`src/rtl/pxbar_pkg.sv`:
```
// Shared constants, the function code type and code classification helpers
// for the pin function crossbar. Assumes 24 pins and a 5-bit code space.
package pxbar_pkg;
    localparam int PORT_CNT      = 3;
    localparam int PINS_PER_PORT = 8;
    localparam int PIN_CNT       = PORT_CNT * PINS_PER_PORT;
    localparam int CODE_W        = 5;
    localparam int ADDR_W        = 5;
    localparam int WDATA_W       = 8;
    localparam int SER_CNT       = 24;
    localparam int TMR_CNT       = 6;
    localparam int I2C_CH_CNT    = 2;

    typedef logic [CODE_W-1:0] code_t;

    localparam code_t CODE_NONE   = 5'd0;
    localparam code_t SER_BASE    = 5'd1;
    localparam code_t TMR_BASE    = 5'd25;
    localparam code_t CODE_ANALOG = 5'd31;
    localparam code_t I2C_BASE    = 5'd17;  // first code of first I2C-capable channel
    localparam int    CH_CODES    = 4;      // codes per serial channel

    // Reset code of each pin; the per-pin defaults are part of the behaviour.
    function automatic code_t default_code(input int pin);
        case (pin)
            0: return 5'd25;  1: return 5'd26;  2: return 5'd27;  3: return 5'd28;
            4: return 5'd29;  5: return 5'd18;  6: return 5'd17;  7: return 5'd19;
            8: return 5'd1;   9: return 5'd2;  10: return 5'd3;  11: return 5'd7;
            12: return 5'd5;  13: return 5'd6;  14: return 5'd9;  15: return 5'd10;
            16: return 5'd11; 17: return 5'd13; 18: return 5'd14; 19: return 5'd15;
            20: return 5'd22; 21: return 5'd21; 22: return 5'd23; 23: return 5'd30;
            default: return CODE_NONE;
        endcase
    endfunction

    // True for the data or clock-line code of an I2C-capable channel.
    function automatic logic is_i2c_line(input code_t c);
        logic hit;
        hit = 1'b0;
        for (int ch = 0; ch < I2C_CH_CNT; ch++) begin
            if (c == I2C_BASE + code_t'(ch * CH_CODES) ||
                c == I2C_BASE + code_t'(ch * CH_CODES + 1))
                hit = 1'b1;
        end
        return hit;
    endfunction

    // Channel number (0 or 1) of an I2C line code.
    function automatic logic i2c_chan(input code_t c);
        return (c >= I2C_BASE + code_t'(CH_CODES));
    endfunction
endpackage

```
`src/rtl/pxbar_regs.sv`:
```
// Mapping register file: one CODE_W-bit code per pin, loaded with the
// per-pin default on reset, written with truncation of the write data, read
// combinationally. Assumes synchronous active-low reset.
module pxbar_regs
    import pxbar_pkg::*;
(
    input  logic               clk,
    input  logic               rst_n,
    input  logic               wr,
    input  logic [ADDR_W-1:0]  waddr,
    input  logic [WDATA_W-1:0] wdata,
    input  logic [ADDR_W-1:0]  raddr,
    output code_t              rdata,
    output code_t              map_o [PIN_CNT]
);
    code_t map_q [PIN_CNT];

    for (genvar i = 0; i < PIN_CNT; i++) begin : g_reg
        // Hold one pin's code: default on reset, low write bits on a hit.
        always_ff @(posedge clk) begin
            if (!rst_n)
                map_q[i] <= default_code(i);
            else if (wr && waddr == ADDR_W'(i))
                map_q[i] <= wdata[CODE_W-1:0];
        end

        assign map_o[i] = map_q[i];

        p_reset_default_r1: assert property (@(posedge clk) disable iff (!rst_n)
            $rose(rst_n) |-> map_q[i] == default_code(i));
        p_write_trunc_r2: assert property (@(posedge clk) disable iff (!rst_n)
            (wr && waddr == ADDR_W'(i)) |=> map_q[i] == $past(wdata[CODE_W-1:0]));
        p_no_write_hold_r2: assert property (@(posedge clk) disable iff (!rst_n)
            !(wr && waddr == ADDR_W'(i)) |=> $stable(map_q[i]));
    end

    // Read port: out-of-range addresses return zero.
    always_comb begin
        rdata = CODE_NONE;
        for (int p = 0; p < PIN_CNT; p++)
            if (raddr == ADDR_W'(p)) rdata = map_q[p];
    end
endmodule

```
`src/rtl/pxbar_out_mux.sv`:
```
// Output selection for one pin: picks value, enable, open-drain and input
// enable from the pin's code. Assumes codes 1..SER_CNT are serial signals,
// TMR_BASE.. are timer channels and CODE_ANALOG isolates the pad.
module pxbar_out_mux
    import pxbar_pkg::*;
(
    input  logic                  clk,
    input  logic                  rst_n,
    input  code_t                 code,
    input  logic                  dir,
    input  logic [I2C_CH_CNT-1:0] i2c_mode,
    input  logic [SER_CNT-1:0]    ser_out,
    input  logic [SER_CNT-1:0]    ser_oe,
    input  logic [TMR_CNT-1:0]    tmr_out,
    output logic                  pad_out,
    output logic                  pad_oe,
    output logic                  pad_od,
    output logic                  pad_ien
);
    logic                  is_ser;
    logic                  is_tmr;
    logic [CODE_W-1:0]     sidx;
    logic [2:0]            tidx;
    logic                  od_now;

    assign is_ser = (code >= SER_BASE) && (code < SER_BASE + code_t'(SER_CNT));
    assign is_tmr = (code >= TMR_BASE) && (code < TMR_BASE + code_t'(TMR_CNT));
    assign sidx   = code - SER_BASE;
    assign tidx   = 3'(code - TMR_BASE);
    assign od_now = is_ser && is_i2c_line(code) && i2c_mode[i2c_chan(code)];

    // Select the pad controls from the function class of the code.
    always_comb begin
        pad_out = 1'b0;
        pad_oe  = dir;
        pad_od  = 1'b0;
        pad_ien = 1'b1;
        if (code == CODE_ANALOG) begin
            pad_oe  = 1'b0;
            pad_ien = 1'b0;
        end else if (od_now) begin
            pad_od = 1'b1;
            pad_oe = ser_oe[sidx] & ~ser_out[sidx];
        end else if (is_ser) begin
            pad_out = ser_out[sidx];
            pad_oe  = ser_oe[sidx];
        end else if (is_tmr) begin
            pad_out = tmr_out[tidx];
        end
    end

    p_analog_quiet_r7: assert property (@(posedge clk) disable iff (!rst_n)
        (code == CODE_ANALOG) |-> (!pad_oe && !pad_ien && !pad_out));
    p_od_low_only_r5: assert property (@(posedge clk) disable iff (!rst_n)
        pad_od |-> (!pad_out && is_i2c_line(code)));
    p_serial_dir_r4: assert property (@(posedge clk) disable iff (!rst_n)
        (is_ser && !pad_od) |-> (pad_oe == ser_oe[sidx]));
endmodule

```
`src/rtl/pxbar_in_sel.sv`:
```
// Input routing for a contiguous range of destination codes: each
// destination receives the pad value of the lowest-numbered pin carrying its
// code, or 0 when none does. Assumes the analog code lies outside the range.
module pxbar_in_sel
    import pxbar_pkg::*;
#(
    parameter int    DEST_CNT  = 24,
    parameter code_t DEST_BASE = 5'd1
) (
    input  logic                clk,
    input  logic                rst_n,
    input  code_t               map_i [PIN_CNT],
    input  logic [PIN_CNT-1:0]  pad_in,
    output logic [DEST_CNT-1:0] dest_in
);
    for (genvar d = 0; d < DEST_CNT; d++) begin : g_dest
        localparam code_t MY_CODE = DEST_BASE + code_t'(d);
        logic sel;

        // Scan from the top pin down so the lowest match is applied last.
        always_comb begin
            sel = 1'b0;
            for (int p = PIN_CNT - 1; p >= 0; p--)
                if (map_i[p] == MY_CODE) sel = pad_in[p];
        end

        assign dest_in[d] = sel;

        p_first_pin_wins_r8: assert property (@(posedge clk) disable iff (!rst_n)
            (map_i[0] == MY_CODE) |-> (dest_in[d] == pad_in[0]));
    end
endmodule

```
`src/rtl/pin_func_xbar.sv`:
```
// Top of the pin function crossbar: mapping registers, one output selector
// per pin and input routers for serial and timer destinations. Assumes the
// peripherals and pads sit outside; all routing is combinational from codes.
module pin_func_xbar
    import pxbar_pkg::*;
(
    input  logic                  clk,
    input  logic                  rst_n,
    input  logic                  reg_wr,
    input  logic [4:0]            reg_waddr,
    input  logic [7:0]            reg_wdata,
    input  logic [4:0]            reg_raddr,
    output logic [4:0]            reg_rdata,
    input  logic [23:0]           port_dir,
    input  logic [1:0]            i2c_mode,
    input  logic [23:0]           ser_out,
    input  logic [23:0]           ser_oe,
    output logic [23:0]           ser_in,
    input  logic [5:0]            tmr_out,
    output logic [5:0]            tmr_in,
    input  logic [23:0]           pad_in,
    output logic [23:0]           pad_out,
    output logic [23:0]           pad_oe,
    output logic [23:0]           pad_od,
    output logic [23:0]           pad_ien
);
    code_t map_w [PIN_CNT];

    pxbar_regs u_regs (
        .clk   (clk),
        .rst_n (rst_n),
        .wr    (reg_wr),
        .waddr (reg_waddr),
        .wdata (reg_wdata),
        .raddr (reg_raddr),
        .rdata (reg_rdata),
        .map_o (map_w)
    );

    for (genvar p = 0; p < PIN_CNT; p++) begin : g_pin
        pxbar_out_mux u_mux (
            .clk      (clk),
            .rst_n    (rst_n),
            .code     (map_w[p]),
            .dir      (port_dir[p]),
            .i2c_mode (i2c_mode),
            .ser_out  (ser_out),
            .ser_oe   (ser_oe),
            .tmr_out  (tmr_out),
            .pad_out  (pad_out[p]),
            .pad_oe   (pad_oe[p]),
            .pad_od   (pad_od[p]),
            .pad_ien  (pad_ien[p])
        );
    end

    pxbar_in_sel #(.DEST_CNT(SER_CNT), .DEST_BASE(SER_BASE)) u_ser_in (
        .clk     (clk),
        .rst_n   (rst_n),
        .map_i   (map_w),
        .pad_in  (pad_in),
        .dest_in (ser_in)
    );

    pxbar_in_sel #(.DEST_CNT(TMR_CNT), .DEST_BASE(TMR_BASE)) u_tmr_in (
        .clk     (clk),
        .rst_n   (rst_n),
        .map_i   (map_w),
        .pad_in  (pad_in),
        .dest_in (tmr_in)
    );
endmodule

```
`config.mk`:
```
export PLATFORM = sky130hd
export DESIGN_NAME = pin_func_xbar
export DESIGN_NICKNAME = d
export VERILOG_FILES = /design/src/rtl/pxbar_pkg.sv /design/src/rtl/pxbar_regs.sv /design/src/rtl/pxbar_out_mux.sv /design/src/rtl/pxbar_in_sel.sv /design/src/rtl/pin_func_xbar.sv
export SDC_FILE = /design/constraint.sdc
export NUM_CORES = 2
export LEC_CHECK = 0
export BUFFER_PORTS_ARGS = -buffer_cell sky130_fd_sc_hd__buf_2
export CORE_AREA = 4 4 317 241
export DETAILED_ROUTE_END_ITERATION = 10
export DIE_AREA = 0 0 321 245
export HOLD_SLACK_MARGIN = 0.05
export PLACE_DENSITY_LB_ADDON = 0.1
export SYNTH_ARGS = -nofsm -noshare
export SYNTH_HDL_FRONTEND = slang
export SYNTH_SLANG_ARGS = --single-unit
```
`constraint.sdc`:
```
create_clock -name clk -period 4.08 [get_ports clk]
set_input_delay 0.612 -clock clk [delete_from_list [all_inputs] [get_ports clk]]
set_output_delay 0.612 -clock clk [all_outputs]
set_load 0.03 [all_outputs]
```
==> results.toml <==
[run_status]
status = "finished, violations left"
failed_checks = "DRC, setup timing"

[final_layout]
fill_cells = 6888
top_regs = "u_regs.map_q: 120 flops"
nets = 5061
final_cell_mix = "buf_4, nor2_1, nand2_1"
final_area_um2 = 41200
post_route_cells_drive_above_1_share_pct = 27.13
final_util_pct = 56.31
regMostFlops = "u_regs.map_q"
final_common_cell = "buf_4"
largest_reg_flops = 120
syn_to_final_growth_pct = 12.88

[global_route]
grt_usage_pct = 51.13
grt-ovfl-total = 0
grt_pass1_vias = 40850
grt_pass1_wl_um = 294500
antenna_found_initial = 4
grt_max_degree = 39

[routing]
vias_per_cell = 8.016
drt-total-wl_um = 212500
vias = 46530
wire_per_inst_um = 36.60
drc = 4
ant_nets = 0
drt_iter0_markers = 10040
first_pass_iters = 11

[job]
cap_viol_max_count = 0

[sta]
worst_pin_slew_ns = 1.176
maxSlewHeadroom_pct = 21.54
rsz0062_at_grt = "true"
clock.fmax_mhz = 241.2
setup_violations = 12
hold_ws_ns = 0.5646
worst_slack_ns = -0.06516
slew_violations = 0
finalSetupTns_ns = -0.5073
min_period_ns = 4.145
finalHoldViolCount = 0
final.period_utilization_pct = 101.6

[worst_setup_path]
startpoint_type = "flop"
critPathMaxFanout = 9
criticalPathCategory = "reg -> out"
worstPathRequired_ns = 3.47
endpoint_kind = "primary output"
cp.arrival_ns = 3.53

[cts]
tritoncts = "built"
cts-root-buf = "clkbuf_16"
cts.clk_slew.worst_paths_ns = 0.06
htreeDepth = 4
cts-buffers-inserted = 17
clock-sinks = 120
cts_hold_buf = 0
clockBufferDepth = 2

[synth]
synth.distinct_cells = 93
synth-edff-count = 120
syn_area_um2 = 36500
synth.top_cell.area_share_pct = 20.24
synth_area_leaders = "mux4_2, edfxtp_1, nor2_1"
synth-seq-cells = 120
seq_area_frac_synth_pct = 9.872
syn_inst = 4691
ys_warn_count = 0
async_flop_share_pct = 0
synth.largest_area_cell = "mux4_2"
syn_nets = 4936
synth_area_per_cell_um2 = 7.781
ys.flop_type = "edfxtp_1"

[hold_path]
min_path_type = "in -> reg"
min_path_cells = 2
min_from = "reg_wdata[2]"
min_to = "u_regs.map_q[2][17]"

[floorplanning]
die_w_um = 321
core_region_area_um2 = 73170
num_rows = 86
num_io_pins = 256
die_h_um = 245
initial_core_util_pct = 49.89
dieArea_um2 = 78650

[power_and_ir_drop]
powerDensity_nw_per_um2 = 225.1
leakagePower_nw = 14.38
ir_worst_vdd_v = 0.0003216

[place]
post-place-ws_ns = -0.0008622
postPlaceCellArea_um2 = 39490
io_buffers = 252
dp_hpwl_um = 168100
place.gp.congestion = 1.149
==> worst max-delay path by stage <==
stage,startpoint,endpoint,depth (start not counted)
after floorplan,u_regs.map_q[2][30],pad_out[22],14
after global placement,u_regs.map_q[2][30],ser_in[6],11
after detailed placement,u_regs.map_q[2][30],ser_in[6],11
after CTS,u_regs.map_q[2][30],ser_in[20],13
after global routing,u_regs.map_q[2][5],ser_in[12],11
final,u_regs.map_q[0][12],tmr_in[1],8
==> synthesized netlist by cell type (43+ instances only) <==
library cell  number
nor3_1           246
nand2b_1         167
buf_4            127
a21oi_1          192
clkbuf_1         415
o221ai_1          78
buf_2             82
a211oi_1          48
o211ai_1          47
mux2i_1          103
and2_1            49
xnor2_1           46
or3_1             62
ha_1             120
o32ai_1           58
o22ai_1          182
edfxtp_1         120
nand2_1          414
inv_1             93
nor3b_1           43
nand3_1          110
o21ai_0          193
nor2b_1          104
mux4_2           328
nor2_1           423
a31oi_1           93
==> cell families after synthesis <==
| kind of cell | synth area share (%) |
|---|---|
| fa+ha+maj | 4.113 |
| mux | 24.42 |
| compound gates | 24.40 |
| flops | 9.872 |
| simple gates | 25.91 |
| xor+xnor | 1.957 |
| buf+inv | 9.330 |
==> what timing repair did <==
item / 4_1_cts / 5_1_grt
setup endpoints to repair: 27 / 48
resized for setup: 37 / 130
pin swaps: 0 / 13
buffers inserted: 3 / 36
==> layout make-up <==
type | count | area [um^2] | share of cell area (%)
Antenna cell | 7 | 17.52 | 0.04251
Clock buffer | 18 | 429.2 | 1.042
Clock inverter | 14 | 172.7 | 0.4191
Inverter | 96 | 360.3 | 0.8746
Multi-Input combinational cell | 3820 | 30240 | 73.40
Sequential cell | 120 | 3603 | 8.746
Tap cell | 968 | 1211 | 2.939
Timing Repair Buffer | 761 | 5167 | 12.54
==> per-stage QoR <==
stage	power [W]	cells
global route	0.009399	5798
detailed placement	0.007135	5726
finish	0.009273	5804
floorplan	0.005258	4691
CTS	0.008721	5761
global placement	0.007097	5726
==> report_power, final <==
part           total (W)  internal, W  switching, W
sequential       0.00159      0.00143      0.000157
combinational    0.00610      0.00223       0.00387
clock            0.00158     0.000964      0.000619
total            0.00927      0.00463       0.00465
==> critical path, cell delays in order (launching register included) <==
cell       delay (ns)
edfxtp_1         0.62
nand3b_1         0.44
a211oi_1         0.60
a311oi_1         0.09
a21oi_1          0.44
a2111oi_1        0.19
o2bb2ai_1        0.17
a31oi_1          0.27
buf_2            0.26
==> per-layer routing <==
| metal | wire, um | global-route usage (%) | vias to the layer above | part of all wire, % |
|---|---|---|---|---|
| met5 | 350 | 2.531 | - | 0.16 |
| met4 | 10430 | 16.12 | 8 | 4.9 |
| met3 | 47960 | 32.42 | 755 | 23 |
| met2 | 74070 | 62.16 | 5311 | 35 |
| met1 | 79640 | 71.88 | 22120 | 37 |
| li1 | - | - | 18330 | - |
Power figures use the tool's default switching activity.
